## src/rtl/tree_ser_pkg.sv

```systemverilog
package tree_ser_pkg;

   // number of lanes is fixed by the two-level 2:1 tree
   localparam int unsigned NUM_LANES = 4;

   // word bit index (0-based) of the first element of each lane:
   // lane0 -> bits 1,5,..  lane1 -> bits 3,7,..  lane2 -> bits 2,6,..  lane3 -> bits 4,8,..
   function automatic int unsigned lane_offset(input int unsigned lane);
      case (lane)
         0:       lane_offset = 0;
         1:       lane_offset = 2;
         2:       lane_offset = 1;
         default: lane_offset = 3;
      endcase
   endfunction

endpackage

```

## src/rtl/ser_phase.sv

```systemverilog
module ser_phase #(
   parameter int unsigned WORD_W = 20,
   localparam int unsigned PH_W  = $clog2(WORD_W)
) (
   input  logic            clk,
   input  logic            rst,
   output logic [PH_W-1:0] phase_o,
   output logic            load_o,
   output logic            shift_o
);

   localparam logic [PH_W-1:0] LAST = PH_W'(WORD_W - 1);

   logic [PH_W-1:0] ph_q;

   always_ff @(posedge clk) begin
      if (rst)               ph_q <= '0;
      else if (ph_q == LAST) ph_q <= '0;
      else                   ph_q <= ph_q + 1'b1;
   end

   assign phase_o = ph_q;
   assign load_o  = (ph_q == LAST);
   // lanes advance after their fourth bit has been taken, except at the load
   assign shift_o = (ph_q[1:0] == 2'b11) && !load_o;

   // the load repeats every WORD_W edges
   a_r2_phase_wrap : assert property (@(posedge clk) disable iff (rst)
      (ph_q == LAST) |=> (ph_q == '0));
   a_r2_phase_step : assert property (@(posedge clk) disable iff (rst)
      (ph_q != LAST) |=> (ph_q == PH_W'($past(ph_q) + 1'b1)));

endmodule

```

## src/rtl/ser_word_latch.sv

```systemverilog
module ser_word_latch #(
   parameter int unsigned WORD_W = 20
) (
   input  logic              clk,
   input  logic              rst,
   input  logic [WORD_W-1:0] d_i,
   input  logic              vld_i,
   output logic [WORD_W-1:0] q_o
);

   logic [WORD_W-1:0] hold_q;

   always_ff @(posedge clk) begin
      if (rst)        hold_q <= '0;
      else if (vld_i) hold_q <= d_i;
   end

   assign q_o = hold_q;

   // a strobe captures the offered word
   a_r4_capture : assert property (@(posedge clk) disable iff (rst)
      vld_i |=> (q_o == $past(d_i)));
   // without a strobe the held word stays
   a_r6_keep : assert property (@(posedge clk) disable iff (rst)
      !vld_i |=> $stable(q_o));

endmodule

```

## src/rtl/ser_lane.sv

```systemverilog
module ser_lane #(
   parameter int unsigned DEPTH = 5
) (
   input  logic             clk,
   input  logic             rst,
   input  logic             load_i,
   input  logic             shift_i,
   input  logic [DEPTH-1:0] din_i,
   output logic             head_o
);

   logic [DEPTH-1:0] sr_q;

   always_ff @(posedge clk) begin
      if (rst)          sr_q <= '0;
      else if (load_i)  sr_q <= din_i;
      else if (shift_i) sr_q <= {1'b0, sr_q[DEPTH-1:1]};
   end

   assign head_o = sr_q[0];

   // a load takes the interleaved slice of the latch
   a_r2_lane_load : assert property (@(posedge clk) disable iff (rst)
      load_i |=> (sr_q == $past(din_i)));
   // a shift moves the next element to the head
   a_r2_lane_shift : assert property (@(posedge clk) disable iff (rst)
      (shift_i && !load_i) |=> (sr_q[DEPTH-2:0] == $past(sr_q[DEPTH-1:1])));
   // between loads and shifts the lane holds, whatever the strobe does
   a_r7_lane_hold : assert property (@(posedge clk) disable iff (rst)
      (!load_i && !shift_i) |=> $stable(sr_q));

endmodule

```

## src/rtl/ser_mux_tree.sv

```systemverilog
module ser_mux_tree #(
   parameter int unsigned LANES = 4
) (
   input  logic [LANES-1:0] head_i,
   input  logic             pair_sel_i,
   input  logic             final_sel_i,
   output logic             odd_o,
   output logic             even_o,
   output logic             bit_o
);

   // first level, half rate: odd-numbered and even-numbered bit streams
   assign odd_o  = pair_sel_i ? head_i[1] : head_i[0];
   assign even_o = pair_sel_i ? head_i[3] : head_i[2];

   // second level, full rate
   assign bit_o  = final_sel_i ? even_o : odd_o;

endmodule

```

## src/rtl/tree_serializer.sv

```systemverilog
module tree_serializer #(
   parameter int unsigned WORD_W = 20
) (
   input  logic              clk,
   input  logic              rst,
   input  logic [WORD_W-1:0] word_i,
   input  logic              word_vld_i,
   output logic              serial_o
);

   import tree_ser_pkg::*;

   localparam int unsigned LANE_D = WORD_W / NUM_LANES;
   localparam int unsigned PH_W   = $clog2(WORD_W);

   // elaboration-time parameter checks
   if (WORD_W % NUM_LANES != 0) begin : g_bad_width
      $error("WORD_W must be a multiple of the lane count");
   end
   if (WORD_W < 2 * NUM_LANES) begin : g_bad_depth
      $error("WORD_W must give lanes at least two deep");
   end

   logic [PH_W-1:0]      phase;
   logic                 load_en;
   logic                 shift_en;
   logic [WORD_W-1:0]    latch_q;
   logic [NUM_LANES-1:0] lane_head;
   logic                 odd_bit;
   logic                 even_bit;
   logic                 tree_bit;
   logic                 primed_q;
   logic                 ser_q;

   ser_phase #(.WORD_W(WORD_W)) u_phase (
      .clk     (clk),
      .rst     (rst),
      .phase_o (phase),
      .load_o  (load_en),
      .shift_o (shift_en)
   );

   ser_word_latch #(.WORD_W(WORD_W)) u_latch (
      .clk   (clk),
      .rst   (rst),
      .d_i   (word_i),
      .vld_i (word_vld_i),
      .q_o   (latch_q)
   );

   for (genvar gl = 0; gl < NUM_LANES; gl++) begin : g_lane
      logic [LANE_D-1:0] slice;
      for (genvar gk = 0; gk < LANE_D; gk++) begin : g_bit
         assign slice[gk] = latch_q[NUM_LANES * gk + lane_offset(gl)];
      end
      ser_lane #(.DEPTH(LANE_D)) u_lane (
         .clk     (clk),
         .rst     (rst),
         .load_i  (load_en),
         .shift_i (shift_en),
         .din_i   (slice),
         .head_o  (lane_head[gl])
      );
   end

   ser_mux_tree #(.LANES(NUM_LANES)) u_tree (
      .head_i      (lane_head),
      .pair_sel_i  (phase[1]),
      .final_sel_i (phase[0]),
      .odd_o       (odd_bit),
      .even_o      (even_bit),
      .bit_o       (tree_bit)
   );

   always_ff @(posedge clk) begin
      if (rst)          primed_q <= 1'b0;
      else if (load_en) primed_q <= 1'b1;
   end

   always_ff @(posedge clk) begin
      if (rst) ser_q <= 1'b0;
      else     ser_q <= primed_q & tree_bit;
   end

   assign serial_o = ser_q;

   // nothing leaves before the first load has filled the lanes
   a_r1_quiet_until_load : assert property (@(posedge clk) disable iff (rst)
      !primed_q |=> !serial_o);
   // once loaded, the output follows the tree one edge later without gaps
   a_r3_follow_tree : assert property (@(posedge clk) disable iff (rst)
      primed_q |=> (serial_o == $past(tree_bit)));

endmodule

```

## config.mk

```make
export PLATFORM = sky130hd
export DESIGN_NAME = tree_serializer
export DESIGN_NICKNAME = d
export VERILOG_FILES = /design/src/rtl/tree_ser_pkg.sv /design/src/rtl/ser_phase.sv /design/src/rtl/ser_word_latch.sv /design/src/rtl/ser_lane.sv /design/src/rtl/ser_mux_tree.sv /design/src/rtl/tree_serializer.sv
export SDC_FILE = /design/constraint.sdc
export NUM_CORES = 1
export LEC_CHECK = 0
export ABC_CLOCK_PERIOD_IN_PS = 2800
export BUFFER_PORTS_ARGS = -buffer_cell sky130_fd_sc_hd__buf_2
export CORE_MARGIN = 3
export CORE_UTILIZATION = 60
export CTS_CLUSTER_SIZE = 16
export DETAILED_ROUTE_END_ITERATION = 8
export PLACE_DENSITY = 0.82
export SLEW_MARGIN = 0
export SYNTH_ARGS = -nofsm -noshare
export SYNTH_HDL_FRONTEND = slang
export SYNTH_HIERARCHICAL = 1
export SYNTH_SLANG_ARGS = --single-unit
export TNS_END_PERCENT = 1
```

## constraint.sdc

```tcl
create_clock -name clk -period 2.8 [get_ports clk]
set_clock_uncertainty 0.1 [all_clocks]
set_input_delay 0.56 -clock clk [delete_from_list [all_inputs] [get_ports clk]]
set_output_delay 0.56 -clock clk [all_outputs]
set_load 0.05 [all_outputs]
```

==> run_results.csv <==
group,metric,value,unit
layout,drive_gt1_frac,0.181,
min_path,hold_class,"in2reg",
timing,hold_viol,0,
drt,top_layer,"met4",
layout,fillerInstances,249,
yosys,synthCells,180,
floorplanning,dieHeight,62.6,µm
timing,fin_crit,2.45,ns
timing,rsz0062_at_grt,"false",
placement,io_buffer_count,23,
clock_network,post_cts_buffers,0,
pwr,p_leak,0.855,nW
critical_path,worstPathCellList,"ha_1 > and4bb_4 > nor2_2 > mux2i_1 > a211oi_1",
grt,grt_pass1_wl,5.79,mm
floorplanning,die_x,62.6,µm
clock_network,post_cts_resized,0,
critical_path,critical_path_class,"reg2reg",
clock_network,cts_buffers,5,
drt,ant_nets,0,
run_status,status,"finished clean",
critical_path,arrival,2.64,ns
drt,finalWirelength,3.16,mm
timing,finalMaxSlewViolations,0,
yosys,syn_area_per_cell,10.7,µm²
grt,grt_pass1_vias,1373,
drt,drcViolationCount,0,
drt,route.met3.wl,107,µm
floorplanning,core.rowCount,19,
job,max-cap-violations,0,
yosys,synth_area,1920,µm²
clock_network,htreeDepth,2,
clock_network,cts_tree,"yes",
pwr,power_density,568,nW/µm²
critical_path,crit_required,2.99,ns
drt,wl_per_cell,12.8,µm
pwr,peakVddDrop,0.000481,V
timing,finalCritPeriodShare,0.874,
placement,dp.cells,238,
grt,grt_use_total,0.185,
layout,areaGrowthSynthToFinish,9.77,%
timing,setup_viol,0,
floorplanning,io_pins,24,
drt,m1WireLength,1.51,mm
critical_path,path_delay_family,"simple AND/OR/NAND/NOR gates",
pwr,fin_total_pwr,1.20,mW
floorplanning,initial_utilization,0.662,
grt,grt_max_degree,34,
grt,antenna_found_initial,0,
timing,worstMarginPinSlew,1.10,ns
floorplanning,core_area,2900,µm²
drt,initialDrtViolationCount,49,
clock_network,postCtsHoldBufs,0,
clock_network,clockBufferDepth,2,
critical_path,cp-end-kind,"flop",
floorplanning,die_area,3920,µm²
layout,final_core_util,0.727,
timing,tns,0,ns
timing,hold_slack,0.318,ns
yosys,ys_warn_count,6,
layout,final_common_cell,"dfxtp_1",
placement,hpwl,2.16,mm
drt,dr.pass1.iters,4,
critical_path,slowest_delay,0.85,ns
drt,dr_total_vias,1290,
drt,via_per_inst,5.24,
layout,nets,227,
timing,slew_headroom,0.268,
yosys,synth_nets,204,
clock_network,clk_pin_slew,0.14,ns
clock_network,cts-root-buf,"clkbuf_4",
layout,finalNonFillerCells,246,
clock_network,cts_sinks,47,
drt,wl_met2,1.46,mm
critical_path,worst-path-buf-inv,0,
critical_path,crit_fanout,31,
critical_path,cp-start-kind,"flop",
clock_network,worstSkewPairLatency,0.36,ns
layout,final_cell_mix,"dfxtp_1, mux2i_1, nor2_1",
critical_path,cpMaxStageDelayCell,"nor2_2",
placement,place_congestion,0.730,
grt,overflow,0,
layout,num_antenna_cells,0,
timing,clock.fmax,409,MHz
## final cells by class
| class | count | area (µm²) | share of cell area |
|---|---|---|---|
| clock inverter | 3 | 47.5 | 0.0226 |
| multi-input combinational | 119 | 885 | 0.420 |
| tap | 42 | 52.6 | 0.0249 |
| clock buffer | 5 | 37.5 | 0.0178 |
| inverter | 6 | 22.5 | 0.0107 |
| timing repair buffer | 24 | 123 | 0.0582 |
| sequential | 47 | 941 | 0.446 |
## power breakdown
| part | switching [mW] | total, mW | internal, mW | leakage, nW |
|---|---|---|---|---|
| registers | 0.0129 | 0.703 | 0.690 | 0.383 |
| clock network | 0.223 | 0.415 | 0.193 | 0.0458 |
| logic | 0.0403 | 0.0805 | 0.0402 | 0.426 |
## state kept, by name, indices dropped and copies added (netlist names)
name                cells
g_lane.u_lane/sr_q     20
primed_q                1
serial_o                1
u_latch/q_o            20
u_phase/phase_o         5
## path summary, 6_finish.rpt
path / depth (start not counted) / end / startpoint / slack [ns]
worst max-delay path: 5 / g_lane[0].u_lane/sr_q[3]$_SDFFE_PP0P_ / u_phase/phase_o[0]$_SDFF_PP0_ / 0.35
worst min-delay path: 3 / u_latch/q_o[8]$_SDFFE_PP0P_ / word_i[8] / 0.32
worst max register to register: 5 / g_lane[0].u_lane/sr_q[3]$_SDFFE_PP0P_ / u_phase/phase_o[0]$_SDFF_PP0_ / 0.35
worst min register to register: 2 / g_lane[3].u_lane/sr_q[4]$_SDFFE_PP0P_ / u_latch/q_o[19]$_SDFFE_PP0P_ / 0.38
## per-stage QoR
step	cell area (µm²)	setup slack, ns
finish	2110	0.353
global route	2110	0.130
CTS	2110	0.337
detailed placement	2020	0.378
global placement	2020	0.497
floorplan	1920	0.929
## tightest hold or removal path, cell delays in order
cell and delay [ns]:
buf_2 0.07, mux2i_1 0.05, nor2_1 0.07
## metal layers
metal | vias up | track usage
met5 | - | 0
met2 | 23 | 0.302
li1 | 665 | -
met3 | 9 | 0.0378
met4 | 0 | 0.113
met1 | 593 | 0.222
Note: power is estimated with default switching activity, not from simulation.
